$ cat config.mk
export PLATFORM = sky130hd
export DESIGN_NAME = pport_useq
export DESIGN_NICKNAME = d
export VERILOG_FILES = /design/src/rtl/pport_useq_pkg.sv /design/src/rtl/useq_cond.sv /design/src/rtl/useq_delay.sv /design/src/rtl/pport_useq.sv
export SDC_FILE = /design/constraint.sdc
export NUM_CORES = 1
export LEC_CHECK = 0
export BUFFER_PORTS_ARGS = -buffer_cell sky130_fd_sc_hd__buf_2
export CAP_MARGIN = 20
export CORE_ASPECT_RATIO = 0.5
export CORE_MARGIN = 2
export CORE_UTILIZATION = 30
export DETAILED_ROUTE_END_ITERATION = 12
export SLEW_MARGIN = 10
export SYNTH_ARGS = -nofsm -noshare
export SYNTH_HDL_FRONTEND = slang
export SYNTH_SLANG_ARGS = --single-unit
$ cat constraint.sdc
create_clock -name clk -period 8.32 [get_ports clk]
set_input_delay 0 -clock clk [delete_from_list [all_inputs] [get_ports clk]]
set_output_delay 0 -clock clk [all_outputs]
set_load 0.02 [all_outputs]
$ cat src/rtl/pport_useq_pkg.sv
// Package: shared opcode, register-select and state types for the
// parallel port microsequencer. Assumes a 32-bit instruction word.
package pport_useq_pkg;

    localparam int IW = 32;

    typedef enum logic [4:0] {
        OP_FETCH   = 5'd2,
        OP_MODIFY  = 5'd3,
        OP_WRITE   = 5'd4,
        OP_DELAY   = 5'd5,
        OP_LDCNT   = 5'd6,
        OP_DECBR   = 5'd7,
        OP_BRANY1  = 5'd8,
        OP_BRANY0  = 5'd9,
        OP_RETURN  = 5'd10,
        OP_LDPTR   = 5'd12,
        OP_BRSTATE = 5'd14,
        OP_SUBRET  = 5'd15,
        OP_CALL    = 5'd16,
        OP_PWRITE  = 5'd17,
        OP_PFETCH  = 5'd18
    } op_e;

    localparam logic [1:0] SEL_STATUS = 2'd1;

    typedef enum logic [2:0] {
        ST_IDLE, ST_FETCH, ST_EXEC, ST_WAIT, ST_REP, ST_PWR
    } state_e;

endpackage

$ cat src/rtl/useq_cond.sv
// Module: useq_cond
// Decides whether a status-conditional branch is taken. Purely
// combinational; non-branch opcodes yield not-taken.
module useq_cond
    import pport_useq_pkg::*;
(
    input  logic [4:0] op_i,
    input  logic [7:0] status_i,
    input  logic [7:0] mask_a_i,
    input  logic [7:0] mask_b_i,
    output logic       take_o
);

    // Branch condition per opcode
    always_comb begin
        unique case (op_i)
            OP_BRANY1:  take_o = |(status_i & mask_a_i);
            OP_BRANY0:  take_o = |(~status_i & mask_a_i);
            OP_BRSTATE: take_o = ((status_i & mask_a_i) == mask_a_i) &&
                                 ((status_i & mask_b_i) == 8'd0);
            default:    take_o = 1'b0;
        endcase
    end

endmodule

$ cat src/rtl/useq_delay.sv
// Module: useq_delay
// Counts microsecond ticks for the delay instruction. arm_i clears the
// count; while run_i is high each tick adds one. hit_o flags the tick
// that makes the count equal to target_i. Assumes target_i > 0 while running.
module useq_delay #(
    parameter int DW = 16
) (
    input  logic          clk,
    input  logic          rst_n,
    input  logic          arm_i,
    input  logic          run_i,
    input  logic          tick_i,
    input  logic [DW-1:0] target_i,
    output logic          hit_o
);

    logic [DW-1:0] cnt_q;

    // Tick counter, restarted at each delay instruction
    always_ff @(posedge clk) begin
        if (!rst_n || arm_i) cnt_q <= '0;
        else if (run_i && tick_i) cnt_q <= cnt_q + 1'b1;
    end

    // Final tick detection
    always_comb hit_o = run_i && tick_i && (cnt_q + 1'b1 == target_i);

    AST_DLY_BELOW: assert property (@(posedge clk) disable iff (!rst_n)
        run_i |-> cnt_q < target_i);

endmodule

$ cat src/rtl/pport_useq.sv
// Module: pport_useq
// Microinstruction engine that drives a parallel port register block.
// Assumes synchronous one-cycle reads on instruction and buffer memory,
// a combinational register read port and IA_W <= 8.
module pport_useq
    import pport_useq_pkg::*;
#(
    parameter int IA_W = 6,
    parameter int DLY_W = 16
) (
    input  logic            clk,
    input  logic            rst_n,
    input  logic            start_i,
    input  logic [IA_W-1:0] start_addr_i,
    output logic            busy_o,
    output logic            done_o,
    output logic [7:0]      ret_code_o,
    output logic            err_o,
    output logic [IA_W-1:0] imem_addr_o,
    input  logic [IW-1:0]   imem_rdata_i,
    output logic [7:0]      buf_addr_o,
    output logic            buf_we_o,
    output logic [7:0]      buf_wdata_o,
    input  logic [7:0]      buf_rdata_i,
    output logic [1:0]      reg_sel_o,
    output logic            reg_we_o,
    output logic [7:0]      reg_wdata_o,
    input  logic [7:0]      reg_rdata_i,
    input  logic            tick_us_i
);

    state_e          state_q;
    logic [IA_W-1:0] pc_q, ret_pc_q;
    logic            in_sub_q;
    logic [IW-1:0]   ir_q, word;
    logic [7:0]      loop_q, ptr_q, rep_q, loop_dec;
    logic [4:0]      op;
    logic [1:0]      sel;
    logic [7:0]      fa, fb, fc;
    logic [IA_W-1:0] pc_inc, pc_tgt;
    logic            take, dly_hit, exec;

    // Instruction word: live memory data in EXEC, latched copy afterwards
    always_comb begin
        word     = (state_q == ST_EXEC) ? imem_rdata_i : ir_q;
        op       = word[31:27];
        sel      = word[25:24];
        fa       = word[23:16];
        fb       = word[15:8];
        fc       = word[7:0];
        exec     = (state_q == ST_EXEC);
        pc_inc   = pc_q + 1'b1;
        pc_tgt   = pc_inc + fc[IA_W-1:0];
        loop_dec = loop_q - 8'd1;
    end

    useq_cond u_cond (
        .op_i(op), .status_i(reg_rdata_i), .mask_a_i(fa), .mask_b_i(fb),
        .take_o(take)
    );

    useq_delay #(.DW(DLY_W)) u_delay (
        .clk(clk), .rst_n(rst_n),
        .arm_i(exec && op == OP_DELAY), .run_i(state_q == ST_WAIT),
        .tick_i(tick_us_i), .target_i(DLY_W'({fb, fc})), .hit_o(dly_hit)
    );

    // Memory and port register access strobes
    always_comb begin
        imem_addr_o = pc_q;
        busy_o      = (state_q != ST_IDLE);
        buf_addr_o  = (exec && op == OP_FETCH) ? fc : ptr_q;
        buf_we_o    = (exec && op == OP_FETCH) ||
                      (state_q == ST_REP && op == OP_PFETCH && rep_q != 8'd0);
        buf_wdata_o = reg_rdata_i & ((op == OP_FETCH) ? fa : fb);
        reg_sel_o   = (exec && (op == OP_BRANY1 || op == OP_BRANY0 ||
                                op == OP_BRSTATE)) ? SEL_STATUS : sel;
        reg_we_o    = 1'b0;
        reg_wdata_o = buf_rdata_i;
        if (exec && op == OP_MODIFY) begin
            reg_we_o    = 1'b1;
            reg_wdata_o = (reg_rdata_i | fa) & ~fb;
        end else if (exec && op == OP_WRITE) begin
            reg_we_o    = 1'b1;
            reg_wdata_o = fa;
        end else if (state_q == ST_PWR) begin
            reg_we_o    = 1'b1;
        end
        if (sel == SEL_STATUS) reg_we_o = 1'b0;
    end

    // Sequencer state, program counter and execution context
    always_ff @(posedge clk) begin
        if (!rst_n) begin
            state_q    <= ST_IDLE;
            pc_q       <= '0;
            ret_pc_q   <= '0;
            in_sub_q   <= 1'b0;
            ir_q       <= '0;
            loop_q     <= '0;
            ptr_q      <= '0;
            rep_q      <= '0;
            done_o     <= 1'b0;
            ret_code_o <= '0;
            err_o      <= 1'b0;
        end else begin
            done_o <= 1'b0;
            unique case (state_q)
                ST_IDLE: if (start_i) begin
                    pc_q       <= start_addr_i;
                    in_sub_q   <= 1'b0;
                    loop_q     <= '0;
                    ptr_q      <= '0;
                    ret_code_o <= '0;
                    err_o      <= 1'b0;
                    state_q    <= ST_FETCH;
                end
                ST_FETCH: state_q <= ST_EXEC;
                ST_EXEC: begin
                    ir_q    <= imem_rdata_i;
                    pc_q    <= pc_inc;
                    state_q <= ST_FETCH;
                    unique case (op)
                        OP_FETCH, OP_MODIFY, OP_WRITE: ;
                        OP_DELAY: if ({fb, fc} != 16'd0) begin
                            pc_q    <= pc_q;
                            state_q <= ST_WAIT;
                        end
                        OP_LDCNT: loop_q <= fc;
                        OP_DECBR: begin
                            loop_q <= loop_dec;
                            if (loop_dec != 8'd0) pc_q <= pc_tgt;
                        end
                        OP_BRANY1, OP_BRANY0, OP_BRSTATE:
                            if (take) pc_q <= pc_tgt;
                        OP_LDPTR: ptr_q <= fc;
                        OP_RETURN: begin
                            ret_code_o <= fc;
                            done_o     <= 1'b1;
                            state_q    <= ST_IDLE;
                        end
                        OP_SUBRET: if (in_sub_q) begin
                            pc_q     <= ret_pc_q;
                            in_sub_q <= 1'b0;
                        end else begin
                            err_o   <= 1'b1;
                            done_o  <= 1'b1;
                            state_q <= ST_IDLE;
                        end
                        OP_CALL: if (!in_sub_q) begin
                            ret_pc_q <= pc_inc;
                            in_sub_q <= 1'b1;
                            pc_q     <= fc[IA_W-1:0];
                        end else begin
                            err_o   <= 1'b1;
                            done_o  <= 1'b1;
                            state_q <= ST_IDLE;
                        end
                        OP_PWRITE, OP_PFETCH: begin
                            rep_q   <= fa;
                            pc_q    <= pc_q;
                            state_q <= ST_REP;
                        end
                        default: begin
                            err_o   <= 1'b1;
                            done_o  <= 1'b1;
                            state_q <= ST_IDLE;
                        end
                    endcase
                end
                ST_WAIT: if (dly_hit) begin
                    pc_q    <= pc_inc;
                    state_q <= ST_FETCH;
                end
                ST_REP: begin
                    if (rep_q == 8'd0) begin
                        pc_q    <= pc_inc;
                        state_q <= ST_FETCH;
                    end else if (op == OP_PFETCH) begin
                        ptr_q <= ptr_q + 8'd1;
                        rep_q <= rep_q - 8'd1;
                    end else begin
                        state_q <= ST_PWR;
                    end
                end
                ST_PWR: begin
                    ptr_q   <= ptr_q + 8'd1;
                    rep_q   <= rep_q - 8'd1;
                    state_q <= ST_REP;
                end
                default: state_q <= ST_IDLE;
            endcase
        end
    end

    AST_START_BUSY: assert property (@(posedge clk) disable iff (!rst_n)
        (!busy_o && start_i) |=> busy_o);
    AST_DONE_PULSE: assert property (@(posedge clk) disable iff (!rst_n)
        done_o |=> !done_o);
    AST_DONE_IDLE: assert property (@(posedge clk) disable iff (!rst_n)
        done_o |-> !busy_o);
    AST_STATUS_RO: assert property (@(posedge clk) disable iff (!rst_n)
        reg_we_o |-> reg_sel_o != SEL_STATUS);
    AST_PTR_STEP: assert property (@(posedge clk) disable iff (!rst_n)
        (state_q == ST_REP && buf_we_o) |=> ptr_q == $past(ptr_q) + 8'd1);
    AST_CALL_DEPTH: assert property (@(posedge clk) disable iff (!rst_n)
        (exec && op == OP_CALL && in_sub_q) |=> (done_o && err_o));

endmodule

Word level (Yosys, flattened, before mapping)
Cells that the tools add are included.

storage, ports and cells
  bits in registers = 98
  bits of input ports = 58
  logic and storage cells = 162

operators by class
  add/sub/neg operators = 6
  equality and inequality tests = 39
  multiplexer cells = 53
  bitwise gates (word level) = 8
  reduce and logical (&&, ||, !) cells = 43

operator list
  operator               number
  $mux 8                 12
  $mux 6                 8
  $pmux 8 s2             3
  $and 8x8->8            5
  $pmux 6 s6             1
  $mux 32                1
  $pmux 8 s4             1
  $eq 5x4->1 const B     6
  $pmux 6 s4             1
  $pmux 8 s3             1
  $eq 5x3->1 const B     4
  $pmux 3 s6             1
  $add 16x1->16 const B  1
  $eq 16x16->1           1
  $logic_not 8->1        2
  $not 8->8              2
  $reduce_bool 16->1     1
  $reduce_bool 8->1      2
  $reduce_or 8->1        2
  $sub 8x1->8 const B    2
  $eq 5x5->1 const B     3
  $pmux 3 s5             1
  $reduce_or 13->1       1
  $mux 3                 4
  35 further kinds       83

Logic depth before layout (Yosys ltp)
  depth in word-level cells = 9
  mapped depth = 16
  depth with buffers taken out = 13

Hierarchy
From an unflattened synthesis, not the netlist that was laid out.

unflattened totals
  cells, all modules = 901
  area total of the unflattened synthesis = 7019.2 um^2

by module, submodules not included
  module      times used  cells an instance  area an instance (um^2)  sequential area each (um^2)
  pport_useq  1           717                5592.9                   1621.6
  useq_delay  1           156                1249.9                   320.3
  useq_cond   1           28                 176.4                    0.0

Worst setup path before layout
OpenSTA, ideal clock, no wires.

  path kind = reg-to-reg
  start point = reg state_q[1]
  end point = reg pc_q[4], in the netlist imem_addr_o[4]
  arrival = 2.905 ns
  data required time = 8.191 ns
  path slack = 5.286 ns
  stages on the path, launching flop included = 17
  path buffers = 3
  cells stage by stage = dfxtp_1 -> or3b_1 -> buf_6 -> buf_6 -> buf_6 -> mux2i_1 -> inv_1 -> ha_1 -> inv_1 -> fa_1 -> inv_1 -> a21o_1 -> a21oi_1 -> xor2_1 -> o21ai_0 -> a221oi_1 -> a21oi_1

between the ends
  elaborated cells between the ends (all ways) = 42
  classes of those cells = add/sub (1); eq/ne (19); mux (7); bitwise (3); reduce/logical (12)

RTL lines
  what                                                   line                                source
  start, declared                                        pport_useq.sv:32                    state_e state_q;
  start signal, assigned                                 pport_useq.sv:95                    state_q <= ST_IDLE;
  start signal, assigned                                 pport_useq.sv:116                   state_q <= ST_FETCH;
  start signal, assigned                                 pport_useq.sv:118                   ST_FETCH: state_q <= ST_EXEC;
  $eq 3x2->1 (*)                                         pport_useq.sv:45                    word = (state_q == ST_EXEC) ? imem_rdata_i : ir_q;
  $mux 32 (*)                                            --
  via u_delay.target_i[0]                                useq_delay.sv:13                    input logic [DW-1:0] target_i,
  $add 6x6->6 / $eq 16x16->1 (equally long branches)     pport_useq.sv:53, useq_delay.sv:26
  $mux 6 (tied with other cells)                         pport_useq.sv:135                   if (take) pc_q <= pc_tgt;
  $pmux 6 s6 / $ne 2x2->1 (equally long branches)        --
  $pmux 6 s4 / $reduce_and 6->1 (equally long branches)  --
  end signal, assigned                                   pport_useq.sv:110                   pc_q <= start_addr_i;
  end signal, assigned                                   pport_useq.sv:126                   pc_q <= pc_q;
  end signal, assigned                                   pport_useq.sv:135
  end, declared                                          pport_useq.sv:33                    logic [IA_W-1:0] pc_q, ret_pc_q;

The timed path passes the listed nets; every way through them passes the cells marked *.
A chain may end at the register's enable or synchronous reset.

Worst setup path after layout
  start point = reg state_q[2]
  end point = reg pc_q[4], in the netlist imem_addr_o[4]

The elaborated chain is that of the path after synthesis.

==> summary.md <==
| Metric | Value |
|---|---|
| Sw Share | 31.56% |
| Fill cell total of the finished layout | 2404 |
| Worst Skew | 14.48 ps |
| DRC errors left | 0 |
| Clock tree from TritonCTS | yes |
| Bufs on Longest Clock Path | 2 |
| Slew Limit Headroom | 18.00% |
| Worst path top cell family by delay | compound AO/OA/AOI/OAI gates |
| Net switching power figure | 0.3579 mW |
| Detailed-route wire length | 23.18 mm |
| Number of enable-type register cells in the synthesized netlist | 0 |
| Synth unique cells | 79 |
| Clock latency on the worst-skew pair | 360 ps |
| Number of setup violations in the final report | 0 |
| Final critical-path required period | 4276 ps |
| Data arrival time of the critical path | 4500 ps |
| Synth Warn # | 0 |
| Slowest stage delay, CP | 710 ps |
| Global-route wire length before repair | 36.78 mm |
| PostCTS Resize Cnt | 0 |
| Number of buffers inserted by port buffering | 101 |
| TritonCTS Buffers | 9 |
| Internal cell power | 0.7759 mW |
| Period utilisation layout | 51.39% |
| Maximum operating frequency | 0.2339 GHz |
| Final hold violation count | 0 |
| Gr ovfl total | 0 |
| Fin nets | 1082 |
| Leakage power total | 3.314 nW |
| Endpoint kind of the worst setup timing path | flip-flop |
| Vias | 7272 |
| Class of the tightest hold or removal check | in2reg |
| Via density per instance | 5.488 |
| Net count of the mapped netlist | 1000 |
| Critical path peak fanout | 35 |
| Half-perimeter wire length of the detailed placement result | 17.28 mm |
| Share of synthesized area occupied by flip-flops and latches | 27.77% |
| Total core area | 0.02284 mm^2 |
| Die Ht | 112.0 um |
| Pin count of the biggest net entering global routing | 37 |
| Average size of a mapped cell | 7.519 um^2 |
| Area of the die | 0.02462 mm^2 |
| Max IR drop VDD | 88.56 uV |
| Share of the core filled with cells in the final layout | 35.66% |
| Post-Synthesis Cells | 930 |
| Antenna violations before repair | 1 |
| Clock power share | 35.5% |
| Final routed wire length divided by cell count | 17.49 um |
| Number of primary I/O pins | 103 |
| Async SR Flop Fraction | 0% |
| Number of levels in the clock H-tree | 3 |
| Growth of design area from synthesis to finish | 16.46% |
| Core Rows | 39 |
| Top flip-flop cell by instance count after synthesis | sky130_fd_sc_hd__dfxtp_1 |
| Power per cell area | 139.2 mW/mm^2 |
| Cell at the slowest stage of the critical path | sky130_fd_sc_hd__dfxtp_1 |
| Library cell used as clock root buffer | sky130_fd_sc_hd__clkbuf_16 |
| Result of the run | completed |
| Logic gate share of total power | 21.3% |
| Slew at the pin closest to its max-slew limit | 1199 ps |
| Critical path buffer and inverter count | 4 |
| Number of global-route vias before repair | 6913 |
| Fraction of final layout cells with drive strength greater than 1 | 15.63% |
| Most Frequent Cell on Critical Path | sky130_fd_sc_hd__inv_1 |
| Die W | 219.9 um |
| Combined flip-flop and latch cell area | 0.001942 mm^2 |
| Number of synthesized register bits | 97 |
| Global placer's final weighted congestion | 0.9411 |
| Type of element launching the critical path | flip-flop |
| Ordered cell list for the critical path | or3b_4 > buf_4 > mux2i_1 > inv_1 > ha_1 > inv_1 > fa_1 > inv_1 > a21o_1 > a21oi_1 > xor2_1 > o21ai_0 > a221oi_1 > a21oi_1 |
| Num Clock Sinks | 97 |
| Max Cap Violations | 0 |
| Clock-pin transition on the worst setup and hold timing paths | 70 ps |
| Total iterations of the first detailed-routing run | 5 |
| Initial detailed-routing violation count | 581 |
| Initial cell density of the core | 30.62% |
| Setup TNS | 0 ps |
| Unrepaired setup endpoints after global routing | false |
| Max-slew violation count | 0 |
| Area of the multi-input gates | 0.004708 mm^2 |
| Count of nets left with antenna violations after detail routing | 0 |
| Mapped Area | 0.006993 mm^2 |
| Part of the power in registers | 43.2% |
| Kind of critical path | reg2reg |
| Tot GR Track Use | 18.92% |
| Req. time, crit path | 8540 ps |
-- stage by stage --
step	instance area, um^2	cells	total power [mW]	worst slack, ps	hold slack (ps)
6_report	8144	1325	1.134	4044	12.89
4_1_cts	8129	1322	1.134	4067	3.624
3_5_place_dp	7735	1294	0.7322	4108	272.5
5_1_grt	8144	1325	1.183	3773	36.40
2_1_floorplan	6993	930	0.6530	5286	132.2
3_3_place_gp	7735	1294	0.7283	4117	264.5
-- path summary, 6_finish.rpt --
path,from,end,slack [ps],cells past startpoint
worst max-delay path,state_q[2],imem_addr_o[4],4040,14
worst min-delay path,imem_rdata_i[14],ir_q[14],10,3
worst max register to register,state_q[2],imem_addr_o[4],4040,14
worst min register to register,loop_q[7],loop_q[7],470,2
-- cell usage in the layout (no fill, tap or decap), drive strengths merged, types with 12 or more instances in the layout --
master,instances
nor3,24
inv,34
dlygate4sd3,12
dfxtp,97
xor2,16
nor2,121
xnor2,25
buf,112
nor2b,32
a211oi,22
o21ai,58
nand3,29
a22oi,12
a21oi,62
o22ai,17
nand2,99
and3,18
mux2i,45
a31oi,12
-- cells in the mapped netlist, drive strengths merged (3+ instances only) --
library cell	count	area (um^2)
o211ai	4	30.03
nand4	11	68.82
nor4	10	68.81
xnor3	3	67.56
mux2i	45	533.0
inv	34	127.6
clkbuf	41	153.9
ha	11	137.6
nor2b	32	200.2
nand2b	10	62.56
and2	8	50.05
nor4bb	4	40.04
nand2	99	371.6
and3	18	112.6
nand3	29	145.1
a31oi	12	75.07
o22ai	17	106.4
nor2	121	454.2
o21a	3	22.52
or3	7	43.79
o41ai	3	33.79
a21o	3	22.52
dfxtp	97	1942
mux2	9	105.1
nor3b	5	37.54
xor2	16	140.1
o2111ai	3	26.28
nor3	24	120.1
a22oi	12	90.09
o21ai	58	290.3
o211a	3	30.03
buf	12	73.81
a211oi	22	165.2
or4	3	22.52
o31ai	9	67.56
a21oi	62	336.6
or2	4	25.03
xnor2	25	219.0
a32oi	4	35.03
-- area by class of cell --
type	instances	share of cell area [%]
multi-input cells	746	57.81
flip-flops and latches	97	23.84
repair buffers	124	8.665
well taps	307	4.717
clock buffers	11	2.980
inverters	34	1.567
clock inverters	5	0.3841
diodes	1	0.03073
-- tightest hold or removal path: stages --
cell,delay (ps)
sky130_fd_sc_hd__buf_2,130
sky130_fd_sc_hd__mux2i_4,110
sky130_fd_sc_hd__nor2_1,90
-- state kept, by name, summed over array words and instances (netlist names) --
register	count
loop_q	8
state_q	3
ptr_q	8
done_o	1
ret_pc_q	6
ir_q	31
err_o	1
ret_code_o	8
rep_q	8
u_delay.cnt_q	16
imem_addr_o	6
in_sub_q	1
-- layer usage --
metal	up-vias	GRT usage, %	share of wire [%]
met4	0	5.772	2.1
li1	3503	-	-
met1	3497	26.11	46
met2	233	30.29	46
met5	-	0	0
met3	39	3.005	6.1
-- cells by family (layout without fill, tap and decap cells) --
logic type               Yosys count  in the layout  share of synthesized area, %
multiplexers                      54             54                         9.125
AO/OA/AOI/OAI                    241            241                         22.31
AND/OR/NAND/NOR                  395            395                         27.36
XOR/XNOR                          44             44                         6.101
other                              0              1                             0
flip-flops                        97             97                         27.77
buffers and inverters             87            174                         5.081
adder cells (fa/ha/maj)           12             12                         2.254
-- timing repair --
action | 4_1_cts | 5_1_grt
buffers inserted | 0 | 0
hold buffers | 12 | 0
hold endpoints to repair | 12 | 0
-- power groups by stage --
stage / sequential (mW) / clock [mW] / combinational [mW]
6_report: 0.489 / 0.403 / 0.242
5_1_grt: 0.491 / 0.428 / 0.263
4_1_cts: 0.489 / 0.407 / 0.238
3_5_place_dp: 0.499 / 0 / 0.233
3_3_place_gp: 0.499 / 0 / 0.230
2_1_floorplan: 0.500 / 0 / 0.153
No activity file was read; power rests on OpenSTA's default activity.
